**src/rtl/tmr_chan_pkg.sv**
```systemverilog
package tmr_chan_pkg;

   typedef enum logic [1:0] {
      EL_NONE     = 2'b00,
      EL_RISE_TGL = 2'b01,
      EL_FALL_CLR = 2'b10,
      EL_BOTH_SET = 2'b11
   } edge_lvl_e;

   typedef struct packed {
      logic [1:0] mode;
      edge_lvl_e  el;
      logic       tov;
      logic       maxd;
   } chan_cfg_t;

   function automatic logic is_output(chan_cfg_t c);
      return (c.mode != 2'b00) && (c.el != EL_NONE);
   endfunction

   function automatic logic is_capture(chan_cfg_t c);
      return (c.mode == 2'b00) && (c.el != EL_NONE);
   endfunction

   function automatic logic start_level(edge_lvl_e el);
      return (el != EL_BOTH_SET);
   endfunction

   function automatic logic match_action(edge_lvl_e el, logic cur);
      logic r;
      case (el)
         EL_RISE_TGL: r = ~cur;
         EL_FALL_CLR: r = 1'b0;
         EL_BOTH_SET: r = 1'b1;
         default:     r = cur;
      endcase
      return r;
   endfunction

endpackage

```
**src/rtl/tmr_pin_sync.sv**
```systemverilog
module tmr_pin_sync #(
   parameter int STAGES = 2
) (
   input  logic clk,
   input  logic rst_n,
   input  logic pin_raw,
   output logic rise,
   output logic fall
);
   if (STAGES < 2) begin : g_bad_stages
      $error("tmr_pin_sync: STAGES must be at least 2");
   end

   logic [STAGES-1:0] chain;
   logic              prev;
   logic              lvl;

   for (genvar i = 0; i < STAGES; i++) begin : g_stage
      if (i == 0) begin : g_first
         always_ff @(posedge clk) begin
            if (!rst_n) chain[0] <= 1'b0;
            else        chain[0] <= pin_raw;
         end
      end else begin : g_next
         always_ff @(posedge clk) begin
            if (!rst_n) chain[i] <= 1'b0;
            else        chain[i] <= chain[i-1];
         end
      end
   end

   assign lvl = chain[STAGES-1];

   always_ff @(posedge clk) begin
      if (!rst_n) prev <= 1'b0;
      else        prev <= lvl;
   end

   assign rise = lvl & ~prev;
   assign fall = ~lvl & prev;
endmodule

```
**src/rtl/tmr_cmp_regs.sv**
```systemverilog
module tmr_cmp_regs #(
   parameter int W          = 16,
   parameter bit HAS_BUFFER = 1'b1
) (
   input  logic         clk,
   input  logic         rst_n,
   input  logic         we,
   input  logic [W-1:0] wdata,
   input  logic         buf_mode,
   input  logic         ovf,
   output logic [W-1:0] cmp_act
);
   if (W < 2) begin : g_bad_w
      $error("tmr_cmp_regs: W must be at least 2");
   end

   if (HAS_BUFFER) begin : g_buffered
      logic [W-1:0] hold_q;
      logic         pend_q;

      always_ff @(posedge clk) begin
         if (!rst_n) begin
            hold_q  <= '0;
            pend_q  <= 1'b0;
            cmp_act <= '0;
         end else if (buf_mode) begin
            if (ovf && pend_q) cmp_act <= hold_q;
            if (we) begin
               hold_q <= wdata;
               pend_q <= 1'b1;
            end else if (ovf) begin
               pend_q <= 1'b0;
            end
         end else begin
            pend_q <= 1'b0;
            if (we) cmp_act <= wdata;
         end
      end
   end else begin : g_direct
      always_ff @(posedge clk) begin
         if (!rst_n)  cmp_act <= '0;
         else if (we) cmp_act <= wdata;
      end
   end
endmodule

```
**src/rtl/tmr_out_ctl.sv**
```systemverilog
module tmr_out_ctl
   import tmr_chan_pkg::*;
(
   input  logic      clk,
   input  logic      rst_n,
   input  chan_cfg_t cfg,
   input  logic      ovf,
   input  logic      match,
   output logic      pin_q,
   output logic      maxd_eff
);
   logic out_mode;
   logic pin_d;
   logic maxd_d;

   assign out_mode = is_output(cfg);

   always_comb begin
      pin_d  = pin_q;
      maxd_d = maxd_eff;
      if (!out_mode) begin
         maxd_d = 1'b0;
      end else if (ovf) begin
         maxd_d = cfg.tov & cfg.maxd;
      end

      if (cfg.el == EL_NONE) begin
         pin_d = ~cfg.mode[0];
      end else if (!out_mode) begin
         pin_d = pin_q;
      end else if (ovf && cfg.tov) begin
         if (cfg.maxd || maxd_eff) pin_d = start_level(cfg.el);
         else                      pin_d = ~pin_q;
      end else if (maxd_eff) begin
         pin_d = pin_q;
      end else if (match) begin
         pin_d = match_action(cfg.el, pin_q);
      end
   end

   always_ff @(posedge clk) begin
      if (!rst_n) begin
         pin_q    <= 1'b1;
         maxd_eff <= 1'b0;
      end else begin
         pin_q    <= pin_d;
         maxd_eff <= maxd_d;
      end
   end
endmodule

```
**src/rtl/tmr_chan.sv**
```systemverilog
module tmr_chan
   import tmr_chan_pkg::*;
#(
   parameter int CNT_W       = 16,
   parameter int SYNC_STAGES = 2,
   parameter bit HAS_BUFFER  = 1'b1
) (
   input  logic             clk,
   input  logic             rst_n,
   input  logic [CNT_W-1:0] cnt_val,
   input  logic             cnt_ovf,
   input  logic             cfg_we,
   input  logic [1:0]       cfg_mode,
   input  logic [1:0]       cfg_edge,
   input  logic             cfg_tov,
   input  logic             cfg_maxd,
   input  logic             cmp_we,
   input  logic [CNT_W-1:0] cmp_wdata,
   input  logic             flag_clr,
   input  logic             pin_in,
   output logic             pin_out,
   output logic             pin_oe,
   output logic [CNT_W-1:0] cap_val,
   output logic             evt_flag
);
   if (CNT_W < 2 || CNT_W > 32) begin : g_bad_width
      $error("tmr_chan: CNT_W must be in 2..32");
   end

   chan_cfg_t        cfg_q;
   logic [CNT_W-1:0] cmp_act;
   logic             maxd_eff;
   logic             pin_rise;
   logic             pin_fall;
   logic             match;
   logic             cap_hit;

   always_ff @(posedge clk) begin
      if (!rst_n) begin
         cfg_q <= '{mode: 2'b00, el: EL_NONE, tov: 1'b0, maxd: 1'b0};
      end else if (cfg_we) begin
         cfg_q <= '{mode: cfg_mode, el: edge_lvl_e'(cfg_edge),
                    tov: cfg_tov, maxd: cfg_maxd};
      end
   end

   tmr_pin_sync #(.STAGES(SYNC_STAGES)) u_sync (
      .clk     (clk),
      .rst_n   (rst_n),
      .pin_raw (pin_in),
      .rise    (pin_rise),
      .fall    (pin_fall)
   );

   tmr_cmp_regs #(.W(CNT_W), .HAS_BUFFER(HAS_BUFFER)) u_cmp (
      .clk      (clk),
      .rst_n    (rst_n),
      .we       (cmp_we),
      .wdata    (cmp_wdata),
      .buf_mode (cfg_q.mode[1]),
      .ovf      (cnt_ovf),
      .cmp_act  (cmp_act)
   );

   assign match = is_output(cfg_q) && (cnt_val == cmp_act);

   tmr_out_ctl u_out (
      .clk      (clk),
      .rst_n    (rst_n),
      .cfg      (cfg_q),
      .ovf      (cnt_ovf),
      .match    (match),
      .pin_q    (pin_out),
      .maxd_eff (maxd_eff)
   );

   always_comb begin
      cap_hit = 1'b0;
      if (is_capture(cfg_q)) begin
         case (cfg_q.el)
            EL_RISE_TGL: cap_hit = pin_rise;
            EL_FALL_CLR: cap_hit = pin_fall;
            EL_BOTH_SET: cap_hit = pin_rise | pin_fall;
            default:     cap_hit = 1'b0;
         endcase
      end
   end

   always_ff @(posedge clk) begin
      if (!rst_n) begin
         cap_val  <= '0;
         evt_flag <= 1'b0;
      end else begin
         if (cap_hit) cap_val <= cnt_val;
         if (cap_hit || match) evt_flag <= 1'b1;
         else if (flag_clr)    evt_flag <= 1'b0;
      end
   end

   assign pin_oe = is_output(cfg_q);
endmodule

```
**config.mk**
```make
export PLATFORM = sky130hd
export DESIGN_NAME = tmr_chan
export DESIGN_NICKNAME = d
export VERILOG_FILES = /design/src/rtl/tmr_chan_pkg.sv /design/src/rtl/tmr_pin_sync.sv /design/src/rtl/tmr_cmp_regs.sv /design/src/rtl/tmr_out_ctl.sv /design/src/rtl/tmr_chan.sv
export SDC_FILE = /design/constraint.sdc
export NUM_CORES = 1
export LEC_CHECK = 0
export ABC_AREA = 1
export BUFFER_PORTS_ARGS = -buffer_cell sky130_fd_sc_hd__buf_2
export CAP_MARGIN = 5
export CORE_MARGIN = 5
export CORE_UTILIZATION = 48
export CTS_CLUSTER_DIAMETER = 30
export CTS_CLUSTER_SIZE = 40
export DETAILED_ROUTE_END_ITERATION = 7
export PLACE_DENSITY = 0.74
export SYNTH_ARGS = -nofsm -noshare
export SYNTH_HDL_FRONTEND = slang
export SYNTH_SLANG_ARGS = --single-unit
export TNS_END_PERCENT = 1
```
**constraint.sdc**
```tcl
create_clock -name clk -period 1.4 [get_ports clk]
set_input_delay 0.28 -clock clk [delete_from_list [all_inputs] [get_ports clk]]
set_output_delay 0.28 -clock clk [all_outputs]
set_load 0.01 [all_outputs]
```
==> impl_metrics.csv <==
group,metric,value,unit
status,outcome,"complete, but fails checks",
status,violations,"setup timing",
critical_path,worstPathArrival,1.24,ns
final_layout,drive_gt1_frac,0.243,
place,port_buffers,63,
power,powerDensity,1170,mW/mm²
global_routing,grt_max_degree,61,
synth,synth_area_leaders,"dfxtp_1, nand2_1, o21ai_0",
sta,relSlewSlack,0.809,
global_routing,first_global_vias,2472,
final_layout,nets,527,
floorplan,ioPinCount,64,
final_layout,antennaDiodeCount,0,
place,pre_cts_slack,-0.194,ns
floorplan,initial_core_util,0.500,
synth,async_reset_ff_frac,0,
sta,max_freq,0.657,GHz
place,place_inst,530,
synth,synth.most_common_cell,"nand2_1",
sta,worst_slack,-0.122,ns
flow_run,cap_violations,0,
global_routing,grt_util_all_layers,0.190,
power,p_leak,1.67,nW
clock_network,cts_inserted_buffers,9,
critical_path,endpoint_kind,"primary output",
synth,synth_cell_type_count,30,
clock_network,clockBufferDepth,2,
critical_path,required,1.12,ns
route,top_layer,"met4",
sta,drv_slew,0,
power,power_frac_comb,0.145,
global_routing,grt_pass1_wl,11100,µm
sta,hold_viol_final,0,
route,dr_wl_met3,410,µm
global_routing,overflow,0,
sta,clock-skew-final,0.00977,ns
power,power_switching,1.08,mW
floorplan,rows,27,
place,dp.final_hpwl,4870,µm
synth,synth_edf_count,0,
clock_network,cts-htree-levels,3,
clock_network,worst_skew_pair.late_latency,0.34,ns
hold_path,hp-class,"input pin to register",
power,power.internal,3.06,mW
power,sw_frac_of_total,0.261,
floorplan,dieArea,0.00747,mm²
clock_network,clk_pin_slew,0.07,ns
final_layout,area_growth,26.1,%
floorplan,fp.coreArea,0.00561,mm²
sta,rsz0062_at_grt,"true",
clock_network,cts_tree,"done",
sta,tightest_slew,0.286,ns
sta,setup_violations,19,
place,gp_congestion,0.799,
route,post_drt_wl_per_cell,12.2,µm
synth,synth_fp_nets,449,
global_routing,antenna_found_initial,0,
synth,netlist.top_cell.by_area,"dfxtp_1",
synth,ys.flop_type,"dfxtp_1",
critical_path,cp_max_fo,2,
route,met2_length,3110,µm
critical_path,crit_type,"register to primary output",
route,vias,2691,
final_layout,fill_cells,522,
final_layout,fin_cells,553,
critical_path,start_kind,"register",
final_layout,multi_input_area,0.00135,mm²
power,pwr-share-clk,0.397,
power,seqPwrFrac,0.459,
route,ant_nets,0,
synth,synth_top_cell_area_share,0.436,
route,routed_wl,6760,µm
power,ir_drop,768,µV
synth,yosysSeqAreaShare,0.436,
synth,syn_area,0.00280,mm²
route,first_pass_iters,4,
route,drt-vias-per-instance,4.87,
synth,ys_ff_latch,61,
route,wl_met1,3110,µm
route,dr.first_iter.drc_count,149,
synth,syn_avg_cell_area,7.05,µm²
clock_network,clockRootBuffer,"clkbuf_8",
final_layout,regArea,0.00122,mm²
synth,syn-instance-count,398,
power,power.total,4.14,mW
sta,tns,-1.21,ns
synth,synthTopCellsByCount,"nand2_1, nor2_1, dfxtp_1",
critical_path,r2r_slack,-0.08,ns
floorplan,die_x,86.4,µm
sta,min_period,1.52,ns
clock_network,cts.sinks,61,
sta,timing.final.crit_share,1.09,
sta,whs,0.127,ns
floorplan,die_h,86.4,µm
synth,yosys_warnings,0,
route,drc,0,
-- metrics by stage --
step / util / instance area [µm²]
final: 0.630 / 3530
after global routing: 0.630 / 3530
after CTS: 0.630 / 3530
after detailed placement: 0.577 / 3230
after global placement: 0.577 / 3230
after floorplan: - / 2810
-- cell usage in the layout (no fill, tap or decap), types with 2 or more instances in the layout --
| cell type | n |
|---|---|
| nand2_1 | 84 |
| o21ai_1 | 6 |
| inv_2 | 5 |
| buf_2 | 62 |
| a21oi_1 | 19 |
| ha_1 | 5 |
| xor2_1 | 3 |
| xnor2_1 | 4 |
| dfxtp_2 | 3 |
| nand4_1 | 3 |
| buf_4 | 18 |
| o21ai_0 | 53 |
| nor2_1 | 65 |
| buf_6 | 2 |
| dfxtp_1 | 58 |
| nand3_1 | 6 |
| clkbuf_8 | 12 |
| nor2_2 | 2 |
| nor3_2 | 2 |
| a31oi_1 | 16 |
| inv_1 | 35 |
-- critical path: stages (launching register included) --
cell and delay, ns:
dfxtp_2 0.33, inv_2 0.05, ha_4 0.16, inv_4 0.06
o21ai_4 0.06, buf_6 0.12, inv_2 0.04, buf_6 0.09
-- area by class of cell --
cell class,count,area share
Multi-Input combinational cell,278,0.382
Clock inverter,3,0.0120
Tap cell,72,0.0255
Timing Repair Buffer,83,0.138
Clock buffer,13,0.0478
Sequential cell,61,0.347
Inverter,43,0.0478
-- logic make-up (layout without fill, tap and decap cells) --
kind of cell	count (synthesis)	in the layout	synth area share
XOR/XNOR	7	7	0.0219
AO/OA/AOI/OAI	97	97	0.186
flip-flops	61	61	0.436
buffers and inverters	59	142	0.0897
AND/OR/NAND/NOR	168	168	0.241
adder cells (fa/ha/maj)	6	6	0.0268
-- routing by layer --
| layer | track usage | up-vias |
|---|---|---|
| li1 | - | 1437 |
| met1 | 0.240 | 1174 |
| met2 | 0.305 | 68 |
| met3 | 0.0428 | 12 |
| met4 | 0.0892 | 0 |
| met5 | 0 | - |
-- power groups by stage --
stage	Clock [mW]	Sequential, mW	Combinational [mW]
floorplan	0	1.92	0.363
global placement	0	1.94	0.544
detailed placement	0	1.94	0.556
CTS	1.67	1.90	0.599
global route	1.76	1.91	0.679
finish	1.64	1.90	0.600
-- worst paths after layout --
check | start | endpoint | cells past startpoint
hold / removal | pin_in | u_sync.chain[0] | 3
hold reg to reg | u_sync.chain[0] | u_sync.lvl | 2
setup / recovery | cfg_q[3] | pin_oe | 7
setup reg to reg | cfg_q[3] | cap_val[7] | 8
-- timing repair --
item	in CTS	in global routing
buffers inserted	7	0
resized for setup	11	7
endpoints found under the setup margin	20	28
hold buffers	0	0
pin swaps	1	0
-- flip-flops by register name, summed over array words and instances (netlist names) --
signal and count:
cap_val 16, u_cmp.g_buffered.pend_q 1, cfg_q 6, u_sync.prev 1
u_cmp.g_buffered.hold_q 16, u_sync.lvl 1, u_sync.chain 1, u_cmp.cmp_act 16
u_out.maxd_eff 1, evt_flag 1, u_out.pin_q 1
Note: power is estimated with default switching activity, not from simulation.
